## config.mk

```make
export PLATFORM = sky130hd
export DESIGN_NAME = uart_irq_ctrl
export DESIGN_NICKNAME = d
export VERILOG_FILES = /design/src/rtl/uart_irq_pkg.sv /design/src/rtl/uart_irq_sync_edge.sv /design/src/rtl/uart_irq_latch.sv /design/src/rtl/uart_irq_prio.sv /design/src/rtl/uart_irq_ctrl.sv
export SDC_FILE = /design/constraint.sdc
export NUM_CORES = 1
export LEC_CHECK = 0
export CORE_MARGIN = 3
export CORE_UTILIZATION = 45
export CTS_BUF_LIST = sky130_fd_sc_hd__clkbuf_4 sky130_fd_sc_hd__clkbuf_8
export CTS_CLUSTER_DIAMETER = 80
export CTS_CLUSTER_SIZE = 10
export DETAILED_ROUTE_END_ITERATION = 10
export PLACE_DENSITY = 0.85
export SYNTH_ARGS = -nofsm -noshare
export SYNTH_HDL_FRONTEND = slang
export SYNTH_SLANG_ARGS = --single-unit
```

## constraint.sdc

```tcl
create_clock -name clk_i -period 3.5 [get_ports clk_i]
set_input_delay 0.7 -clock clk_i [delete_from_list [all_inputs] [get_ports clk_i]]
set_output_delay 0.7 -clock clk_i [all_outputs]
set_load 0.03 [all_outputs]
```

## src/rtl/uart_irq_pkg.sv

```systemverilog
package uart_irq_pkg;
  localparam int IER_W = 8;
  localparam int IID_W = 4;
  localparam int NSRC  = 6;

  // enable bit positions
  localparam int IE_RX    = 0;
  localparam int IE_THR   = 1;
  localparam int IE_LINE  = 2;
  localparam int IE_MODEM = 3;
  localparam int IE_SLEEP = 4;
  localparam int IE_XOFF  = 5;
  localparam int IE_RTS   = 6;
  localparam int IE_CTS   = 7;

  // source index == priority rank (0 highest)
  localparam int SRC_LINE  = 0;
  localparam int SRC_RX    = 1;
  localparam int SRC_THR   = 2;
  localparam int SRC_MODEM = 3;
  localparam int SRC_XOFF  = 4;
  localparam int SRC_FLOW  = 5;

  localparam logic [IID_W-1:0] IID_NONE  = 4'b0001;
  localparam logic [IID_W-1:0] IID_LINE  = 4'b0110;
  localparam logic [IID_W-1:0] IID_RX    = 4'b0100;
  localparam logic [IID_W-1:0] IID_THR   = 4'b0010;
  localparam logic [IID_W-1:0] IID_MODEM = 4'b0000;
  localparam logic [IID_W-1:0] IID_XOFF  = 4'b1000;
  localparam logic [IID_W-1:0] IID_FLOW  = 4'b1100;

  function automatic logic [IID_W-1:0] src_code(input int idx);
    case (idx)
      SRC_LINE:  return IID_LINE;
      SRC_RX:    return IID_RX;
      SRC_THR:   return IID_THR;
      SRC_MODEM: return IID_MODEM;
      SRC_XOFF:  return IID_XOFF;
      SRC_FLOW:  return IID_FLOW;
      default:   return IID_NONE;
    endcase
  endfunction
endpackage

```

## src/rtl/uart_irq_sync_edge.sv

```systemverilog
module uart_irq_sync_edge #(
  parameter int STAGES = 2
) (
  input  logic clk_i,
  input  logic rst_ni,
  input  logic d_i,
  output logic rise_o
);
  logic [STAGES-1:0] sr_q;
  logic              prev_q;

  generate
    if (STAGES == 1) begin : g_one
      always_ff @(posedge clk_i or negedge rst_ni)
        if (!rst_ni) sr_q <= '0;
        else         sr_q <= d_i;
    end else begin : g_chain
      always_ff @(posedge clk_i or negedge rst_ni)
        if (!rst_ni) sr_q <= '0;
        else         sr_q <= {sr_q[STAGES-2:0], d_i};
    end
  endgenerate

  always_ff @(posedge clk_i or negedge rst_ni)
    if (!rst_ni) prev_q <= 1'b0;
    else         prev_q <= sr_q[STAGES-1];

  assign rise_o = sr_q[STAGES-1] & ~prev_q;

  AST_EDGE_SINGLE: assert property (@(posedge clk_i) disable iff (!rst_ni)
    rise_o |=> !rise_o);
endmodule

```

## src/rtl/uart_irq_latch.sv

```systemverilog
module uart_irq_latch (
  input  logic clk_i,
  input  logic rst_ni,
  input  logic set_i,
  input  logic clr_i,
  output logic pend_o
);
  always_ff @(posedge clk_i or negedge rst_ni)
    if (!rst_ni)     pend_o <= 1'b0;
    else if (set_i)  pend_o <= 1'b1;
    else if (clr_i)  pend_o <= 1'b0;

  AST_SET_CAPTURED: assert property (@(posedge clk_i) disable iff (!rst_ni)
    set_i |=> pend_o);
  AST_CLEAR_TAKES: assert property (@(posedge clk_i) disable iff (!rst_ni)
    (clr_i && !set_i) |=> !pend_o);
endmodule

```

## src/rtl/uart_irq_prio.sv

```systemverilog
module uart_irq_prio #(
  parameter int N = 6
) (
  input  logic [N-1:0] req_i,
  output logic [N-1:0] grant_o,
  output logic         any_o
);
  generate
    for (genvar g = 0; g < N; g++) begin : g_gnt
      if (g == 0) begin : g_top
        assign grant_o[g] = req_i[g];
      end else begin : g_rest
        assign grant_o[g] = req_i[g] & ~(|req_i[g-1:0]);
      end
    end
  endgenerate

  assign any_o = |req_i;

  always_comb begin
    AST_ONE_GRANT: assert ($onehot0(grant_o));
    AST_GRANT_IFF_REQ: assert ((grant_o != '0) == (req_i != '0));
  end
endmodule

```

## src/rtl/uart_irq_ctrl.sv

```systemverilog
module uart_irq_ctrl
  import uart_irq_pkg::*;
#(
  parameter int SYNC_STAGES = 2
) (
  input  logic             clk_i,
  input  logic             rst_ni,
  input  logic             ier_wr_i,
  input  logic [IER_W-1:0] ier_wdata_i,
  output logic [IER_W-1:0] ier_o,
  output logic             sleep_en_o,
  input  logic             iir_rd_i,
  output logic [IID_W-1:0] iir_o,
  output logic             irq_o,
  input  logic             rx_ready_i,
  input  logic             thr_empty_i,
  input  logic             thr_wr_i,
  input  logic             line_err_i,
  input  logic             lsr_rd_i,
  input  logic             modem_chg_i,
  input  logic             xoff_rx_i,
  input  logic             cts_i,
  input  logic             rts_i
);
  logic [IER_W-1:0] ier_q;
  logic             thr_empty_q;
  logic             cts_rise, rts_rise;
  logic             line_p, thr_p, xoff_p, cts_p, rts_p;
  logic             thr_set, rd_thr, rd_xoff, rd_flow;
  logic [NSRC-1:0]  req, grant;
  logic             any;

  always_ff @(posedge clk_i or negedge rst_ni)
    if (!rst_ni)       ier_q <= '0;
    else if (ier_wr_i) ier_q <= ier_wdata_i;

  always_ff @(posedge clk_i or negedge rst_ni)
    if (!rst_ni) thr_empty_q <= 1'b0;
    else         thr_empty_q <= thr_empty_i;

  uart_irq_sync_edge #(.STAGES(SYNC_STAGES)) u_cts (
    .clk_i(clk_i), .rst_ni(rst_ni), .d_i(cts_i), .rise_o(cts_rise));
  uart_irq_sync_edge #(.STAGES(SYNC_STAGES)) u_rts (
    .clk_i(clk_i), .rst_ni(rst_ni), .d_i(rts_i), .rise_o(rts_rise));

  // enabling the source while already empty re-arms it
  assign thr_set = (thr_empty_i & ~thr_empty_q)
                 | (ier_wr_i & ier_wdata_i[IE_THR] & ~ier_q[IE_THR] & thr_empty_i);
  assign rd_thr  = iir_rd_i & grant[SRC_THR];
  assign rd_xoff = iir_rd_i & grant[SRC_XOFF];
  assign rd_flow = iir_rd_i & grant[SRC_FLOW];

  uart_irq_latch u_line (.clk_i(clk_i), .rst_ni(rst_ni),
    .set_i(line_err_i), .clr_i(lsr_rd_i), .pend_o(line_p));
  uart_irq_latch u_thr (.clk_i(clk_i), .rst_ni(rst_ni),
    .set_i(thr_set), .clr_i(thr_wr_i | rd_thr), .pend_o(thr_p));
  uart_irq_latch u_xoff (.clk_i(clk_i), .rst_ni(rst_ni),
    .set_i(xoff_rx_i), .clr_i(rd_xoff), .pend_o(xoff_p));
  uart_irq_latch u_ctsl (.clk_i(clk_i), .rst_ni(rst_ni),
    .set_i(cts_rise), .clr_i(rd_flow), .pend_o(cts_p));
  uart_irq_latch u_rtsl (.clk_i(clk_i), .rst_ni(rst_ni),
    .set_i(rts_rise), .clr_i(rd_flow), .pend_o(rts_p));

  assign req[SRC_LINE]  = line_p      & ier_q[IE_LINE];
  assign req[SRC_RX]    = rx_ready_i  & ier_q[IE_RX];
  assign req[SRC_THR]   = thr_p       & ier_q[IE_THR];
  assign req[SRC_MODEM] = modem_chg_i & ier_q[IE_MODEM];
  assign req[SRC_XOFF]  = xoff_p      & ier_q[IE_XOFF];
  assign req[SRC_FLOW]  = (cts_p & ier_q[IE_CTS]) | (rts_p & ier_q[IE_RTS]);

  uart_irq_prio #(.N(NSRC)) u_prio (.req_i(req), .grant_o(grant), .any_o(any));

  always_comb begin
    iir_o = IID_NONE;
    for (int i = NSRC - 1; i >= 0; i--)
      if (grant[i]) iir_o = src_code(i);
  end

  assign irq_o      = any;
  assign ier_o      = ier_q;
  assign sleep_en_o = ier_q[IE_SLEEP];

  AST_IER_LOAD: assert property (@(posedge clk_i) disable iff (!rst_ni)
    ier_wr_i |=> ier_o == $past(ier_wdata_i));
  AST_IRQ_VS_IID: assert property (@(posedge clk_i) disable iff (!rst_ni)
    irq_o == !iir_o[0]);
  AST_LINE_HOLD: assert property (@(posedge clk_i) disable iff (!rst_ni)
    (line_p && !lsr_rd_i) |=> line_p);
  AST_THR_WR_CLR: assert property (@(posedge clk_i) disable iff (!rst_ni)
    (thr_wr_i && !thr_set) |=> !thr_p);
  AST_XOFF_RD_CLR: assert property (@(posedge clk_i) disable iff (!rst_ni)
    (rd_xoff && !xoff_rx_i) |=> !xoff_p);
endmodule

```

==> results of run 1 <==
## through the flow
step | utilization | instances | instance area [µm²] | hold slack, ns
2_1_floorplan | - | 58 | 783 | 0.331
3_3_place_gp | 0.717 | 106 | 1130 | 0.335
3_5_place_dp | 0.717 | 106 | 1130 | 0.347
4_1_cts | 0.751 | 110 | 1180 | 0.374
5_1_grt | 0.751 | 110 | 1180 | 0.381
6_report | 0.751 | 110 | 1180 | 0.370
## flip-flops by register name (all words and copies together) (netlist names)
register / count
u_xoff.pend_o: 1
u_ctsl.pend_o: 1
u_thr.pend_o: 1
u_cts.sr_q: 2
u_rts.prev_q: 1
u_rtsl.pend_o: 1
ier_o: 8
u_rts.sr_q: 2
u_line.pend_o: 1
u_cts.prev_q: 1
thr_empty_q: 1
## area by class of cell
type / count / area share
clock inverters: 1 / 0.0254
repair buffers: 34 / 0.288
multi-input cells: 30 / 0.209
flip-flops and latches: 20 / 0.423
inverters: 6 / 0.0190
well taps: 16 / 0.0169
clock buffers: 3 / 0.0190
## worst register-to-register path: stages, from the launching register on
cell,delay (ns)
dfrtp_1,0.47
a22oi_2,0.30
nand4_1,0.18
a22o_1,0.22
## cells by family (layout without fill, tap and decap cells)
| kind of cell | Yosys count | count (layout) | synth area share |
|---|---|---|---|
| and+or+nand+nor | 9 | 9 | 0.0559 |
| buffers and inverters | 8 | 44 | 0.0447 |
| AOI/OAI and AO/OA | 14 | 14 | 0.160 |
| muxes | 7 | 7 | 0.101 |
| DFF | 20 | 20 | 0.639 |
## cell usage after synthesis
library cell | n | area share
o21ai_0 | 2 | 0.013
a21boi_0 | 1 | 0.0096
a21o_1 | 2 | 0.019
buf_4 | 1 | 0.0096
nand3_1 | 2 | 0.013
inv_1 | 6 | 0.029
nand2_1 | 4 | 0.019
buf_2 | 1 | 0.0064
a22o_1 | 3 | 0.034
nand4_1 | 3 | 0.024
a32o_1 | 2 | 0.026
dfrtp_1 | 20 | 0.64
a22oi_2 | 1 | 0.016
a22oi_1 | 1 | 0.0096
a22oi_4 | 1 | 0.027
a21oi_1 | 1 | 0.0064
mux2_2 | 7 | 0.10
## how the worst max path moves through the flow
stage / startpoint / end / slack, ns
finish: modem_chg_i / iir_o[3] / 0.52
floorplan: modem_chg_i / iir_o[0] / 1.17
detailed placement: modem_chg_i / iir_o[0] / 0.54
global route: modem_chg_i / iir_o[3] / 0.40
global placement: rx_ready_i / iir_o[1] / 0.57
CTS: modem_chg_i / iir_o[3] / 0.52
## report_power, final
group / internal, W / switching, W / total [W]
Clock: 0.000116 / 0.0000703 / 0.000186
Sequential: 0.000251 / 0.0000192 / 0.000270
Combinational: 0.0000714 / 0.0000693 / 0.000141
## layer usage
metal / vias up / GRT usage / share of wire
li1: 279 / - / -
met1: 280 / 0.229 / 0.42
met2: 32 / 0.259 / 0.49
met3: 2 / 0.0526 / 0.078
met4: 0 / 0.0806 / 0.0093
met5: - / 0 / 0
==> results.md, run 1 <==
• 2650 µm — wire length of the first global-routing pass
• 2280 µm² — area enclosed by the die boundary
• 0.000596 W — total chip power
• clkdlybuf4s50_1 — cell with the biggest individual delay on the critical path
• 0 — number of warnings issued by yosys
• 0 — initial antenna violation count
• primary output — Critical Path Sink Type
• 0.497 — effective utilization at floorplan
• 58 — Gate Count Post-Synth
• 2.98 ns — final critical path time including I/O delays and setup
• 0 — worst hold path cell count
• 0.517 ns — final worst setup slack
• 0 — grt ovf
• 0.687 — routability congestion estimate
• 0 — final setup violation count
• 35 — count of pins on the block boundary
• 116 — Nets
• 0 — number of maximum-capacitance constraint violations
• input pin — startpoint kind of the worst setup timing path
• 34 — count of port buffers added during placement
• 17 — Synth cell types
• 0.639 — share of synthesized area occupied by flip-flops and latches
• 0 — number of inserted diodes
• 51.1% — area growth from synthesis to layout
• 783 µm² — post-synthesis instance area
• 0.523 nW — Pleak
• 0.00508 ns — final setup skew
• 5 — maximum fanout count along the critical path
• 335 MHz — Peak Freq
• 0.280 mV — maximum resistive drop on vdd
• 0.852 — period utilization
• 2.23 ns — setup slack on the worst flop-to-flop path
• 1610 µm — Routed WL
• clkbuf_4 — cell at the root of the clock tree
• 500 µm² — register area
• buffers and inverters — largest delay contributor family on the critical path
• 0 — Hold Vio Cnt, Final
• 0 ns — setup total negative slack
• ier_o[1] — launch instance of the worst register-to-register path
• 21 — largest net degree at the start of global routing
• 0.539 ns — Placement Setup Slack
• 2.80 ns — data required time of the worst path
• 593 — via total after detailed routing
• no — setup repair after global routing missed its margin
• built — CTS tree
• 13.5 µm² — Syn Area/Cell
• reg -> reg — class of the tightest hold or removal check
• 0 — Routed Antenna Nets
• 47.7 µm — Die Y
• clkdlybuf4s50_1 — leading cell type in the layout, fill and taps excluded
• 0.68 ns — critical path's largest stage delay
• 0 — hold bufs inserted after CTS
• 0.173 — overall fraction of global-route tracks in use
• 0 — Post-CTS Repair Setup Buffers
• 79 — syn nets
• 0.831 ns — transition time of the tightest slew-check pin
• 11 — Iter 0 DRT Violations
• 5 — depth of the critical timing path with buffers and inverters included
• 1580 µm² — area of the core region
• clkdlybuf4s50_1 > a22oi_2 > nand2_1 > a21oi_1 > clkdlybuf4s50_1 — chain of cells forming the critical path
• clkdlybuf4s50_1, dfrtp_1, mux2_2, inv_1, nand2_1 — commonest cells after routing, fill and taps aside
• 0.444 — max-slew headroom at the worst pin
• 5.39 — Vias per Instance
• 0 — max-slew violation count
• 0.11 ns — clock slew at the register clock pins of the worst setup and hold paths
• finished, final reports clean — run status
• 47.7 µm — die extent in x
• 2 — Buf+Inv Stages, Crit Path
• 0 — post-route DRC violation count
• 0.30 ns — clock latency of the later-clocked register in the worst-skew pair
• 14 — floorplan row count
• 20 — number of flip-flops and latches in the synthesized netlist
• 504 nW/µm² — ratio of total power to cell area
• 588 — vias in the first global route
• 14.6 µm — detail-routed net length per standard cell
• 101 — number of filler cells placed in the layout
• in -> out — Crit Path Class
• u_cts.sr_q[1] — Hold EP
• 1 — depth of the CTS H-tree
• 3 — Register-to-Register Path Depth
• 248 µm² — multi-input combinational cell area
• 4 — first drt pass iteration count
• 2.28 ns — arrival time of data at the critical path endpoint
• 2 — Max Buffers Root-to-Sink
• u_cts.sr_q[0] — hold_sp
• 0 — count of cells resized by post-cts repair
• 1260 µm — detailed placement HPWL
• 20 — Clock Sink Count
• clkdlybuf4s50_1 — Worst path most repeated cell
• 3 — number of clock buffers inserted by TritonCTS
• 0.138 — share of layout cells above drive strength 1
• u_ctsl.pend_o — capturing point of the worst reg2reg path
(Power assumes the default switching activity.)
==> run 2: changes to the inputs <==
Settings changed: ABC_AREA set to 1, CORE_UTILIZATION 45 to 39, PLACE_DENSITY 0.85 to 0.77.
Clock period 3.5 ns to 2.6 ns, I/O delays scaled along.
==> run 2 against run 1 <==
  * Die area is 20% higher
  * Worst setup slack got worse by 0.45 ns
  * Global-route usage fell by 3.3 points
==> results.md, run 2 <==
• 20 — Clock Sink Count
• 1.52 ns — setup slack on the worst flop-to-flop path
• simple AND/OR/NAND/NOR gates — combinational family with the most area after synthesis
• dfrtp_1 — largest area contributor in the netlist
• nand2_1 — leading cell type by number of instances after synthesis
• 0.600 — share of synthesized area occupied by flip-flops and latches
• input pin — startpoint kind of the worst setup timing path
• dfrtp_1 — dominant register cell in the synthesized netlist
• 0 — number of enable flip-flop cells after synthesis
• 2 — Buf+Inv Stages, Crit Path
• 0 — count of cells resized by post-cts repair
• nand2_1 — leading cell type in the layout, fill and taps excluded
• 52.3 µm — die extent in x
• 2 — Max Buffers Root-to-Sink
• 0.834 — routability congestion estimate
• 0 — hold bufs inserted after CTS
• 1.00 — FFs w/ async S/R, synth
• 3 — number of clock buffers inserted by TritonCTS
• 0.140 — overall fraction of global-route tracks in use
• 1650 µm — Routed WL
• 0.789 — max-slew headroom at the worst pin
• 0 — initial antenna violation count
• 34 — count of port buffers added during placement
• built — CTS tree
• 835 µm² — post-synthesis instance area
• 9 — Iter 0 DRT Violations
• 3 — first drt pass iteration count
• 16 — floorplan row count
• 0 — post-route DRC violation count
• 0 — number of maximum-capacitance constraint violations
• 0 — final setup violation count
• 0.71 ns — critical path's largest stage delay
• 0 — number of warnings issued by yosys
• 394 MHz — Peak Freq
• nand2_1, dfrtp_1, inv_1 — most used standard cells in the synthesized netlist
• 0.00307 ns — final setup skew
• finished, final reports clean — run status
• 0 ns — setup total negative slack
• 18 — Synth cell types
• 153 — Placed Cells incl. Taps
• 695 — via total after detailed routing
• 8.97 µm² — Syn Area/Cell
• 47.8% — area growth from synthesis to layout
• 0.123 — share of layout cells above drive strength 1
• 0.315 ns — transition time of the tightest slew-check pin
• 20 — number of flip-flops and latches in the synthesized netlist
• 2.54 ns — final critical path time including I/O delays and setup
• 0.404 mV — maximum resistive drop on vdd
• dfrtp_1, nand2_1, inv_1, nand2_2, nor2_2 — cell types with the largest area share after synthesis
• 0.417 — effective utilization at floorplan
• no — setup repair after global routing missed its margin
• 0 — mux share of post-synthesis cell area
• clkdlybuf4s50_1 > nand2_2 > nand2_2 > nor3_1 > clkdlybuf4s50_1 — chain of cells forming the critical path
• in -> out — Crit Path Class
• 0 — Routed Antenna Nets
• 6 — Register-to-Register Path Depth
• 0 — grt ovf
• 0 — number of inserted diodes
• 152 — Nets
• 2.08 ns — data required time of the worst path
• 0 — post-synthesis share of cell area spent on full adders, half adders and majority gates
• ier_o[2] — launch instance of the worst register-to-register path
• 0 — Hold Vio Cnt, Final
• u_rtsl.pend_o — capturing point of the worst reg2reg path
• primary output — Critical Path Sink Type
• 0.600 — top cell type's share of synthesized area
• 52.3 µm — Die Y
• reg -> reg — class of the tightest hold or removal check
• 4.43 — Vias per Instance
• 21 — largest net degree at the start of global routing
• 0 — Post-CTS Repair Setup Buffers
• 2 — maximum fanout count along the critical path
• u_cts.sr_q[1] — Hold EP
• 0.975 — period utilization
• 0.30 ns — clock latency of the later-clocked register in the worst-skew pair
• 2000 µm² — area of the core region
• u_cts.sr_q[0] — hold_sp
• 0 — parity-gate share of the synthesized area counting xor and xnor cells
• clkbuf_4 — cell at the root of the clock tree
• 35 — count of pins on the block boundary
• 686 — vias in the first global route
• 0.614 nW — Pleak
• 0 — max-slew violation count
• 10.5 µm — detail-routed net length per standard cell
• 157 — non-filler cells in the finished layout
• 0.0330 — synthesized-area fraction occupied by ao, oa, aoi and oai cells
• 2.02 ns — arrival time of data at the critical path endpoint
• 1 — depth of the CTS H-tree
• 0.10 ns — clock slew at the register clock pins of the worst setup and hold paths
• 0.292 — share of synthesized cell area in and, or, nand and nor gates
• 590 nW/µm² — ratio of total power to cell area
• 114 — syn nets
• clkdlybuf4s50_1 — cell with the biggest individual delay on the critical path
• 8 — flip-flop count of the largest register after layout
• 1340 µm — detailed placement HPWL
• nand2_1, clkdlybuf4s50_1, dfrtp_1, inv_1, nand2_2 — commonest cells after routing, fill and taps aside
• 2730 µm — wire length of the first global-routing pass
• 2730 µm² — area enclosed by the die boundary
• 93 — Gate Count Post-Synth
• buffers and inverters — largest delay contributor family on the critical path
• 0 — worst hold path cell count
-- run 2: cell count changes after synthesis, sizes merged, moves of 2 or more --
cell and delta:
nor3 +2, nand4 -3, nor2 +3, a32o -2, a21o -2, a22o -3
mux2 -7, inv +5, a22oi -3, nand2 +42
-- run 2: worst max-delay path by stage --
stage	from	to	slack, ns	cells past startpoint
global route	rx_ready_i	iir_o[0]	0.01	7
detailed placement	rx_ready_i	iir_o[3]	0.07	5
floorplan	ier_o[1]	iir_o[3]	0.66	3
global placement	rx_ready_i	iir_o[0]	0.08	7
finish	rx_ready_i	iir_o[3]	0.06	5
CTS	rx_ready_i	iir_o[3]	0.08	5
-- run 2: cell families (layout without fill, tap and decap cells) --
logic type,Yosys count,in the layout
AND/OR/NAND/NOR,55,55
flip-flops,20,20
buffers and inverters,13,50
AO/OA/AOI/OAI,5,5
-- run 2: through the flow --
stage / setup WS [ns] / power (W) / hold slack, ns / util / area (µm²)
finish: 0.0647 / 0.000728 / 0.356 / 0.616 / 1230
global placement: 0.0826 / 0.000556 / 0.334 / 0.598 / 1200
CTS: 0.0763 / 0.000738 / 0.360 / 0.616 / 1230
floorplan: 0.663 / 0.000467 / 0.224 / - / 835
global route: 0.0116 / 0.000766 / 0.363 / 0.616 / 1230
detailed placement: 0.0666 / 0.000562 / 0.336 / 0.598 / 1200
-- run 2: report_power, final --
part	total, W	switching [W]	internal (W)
Combinational	0.000200	0.000110	0.0000898
Clock	0.000174	0.0000889	0.0000855
Sequential	0.000354	0.0000174	0.000336
-- run 2: final cells by class --
cell class | count | area [µm²]
Timing Repair Buffer | 35 | 348
Fill cell | 173 | 768
Sequential cell | 20 | 500
Clock buffer | 4 | 36.3
Multi-Input combinational cell | 60 | 272
Tap cell | 27 | 33.8
Inverter | 11 | 43.8
-- run 2: routing by layer --
layer | part of all wire | track usage | up-vias
met3 | 0.066 | 0.0313 | 5
li1 | - | - | 355
met5 | 0 | 0 | -
met2 | 0.50 | 0.228 | 24
met1 | 0.41 | 0.161 | 311
met4 | 0.029 | 0.0979 | 0
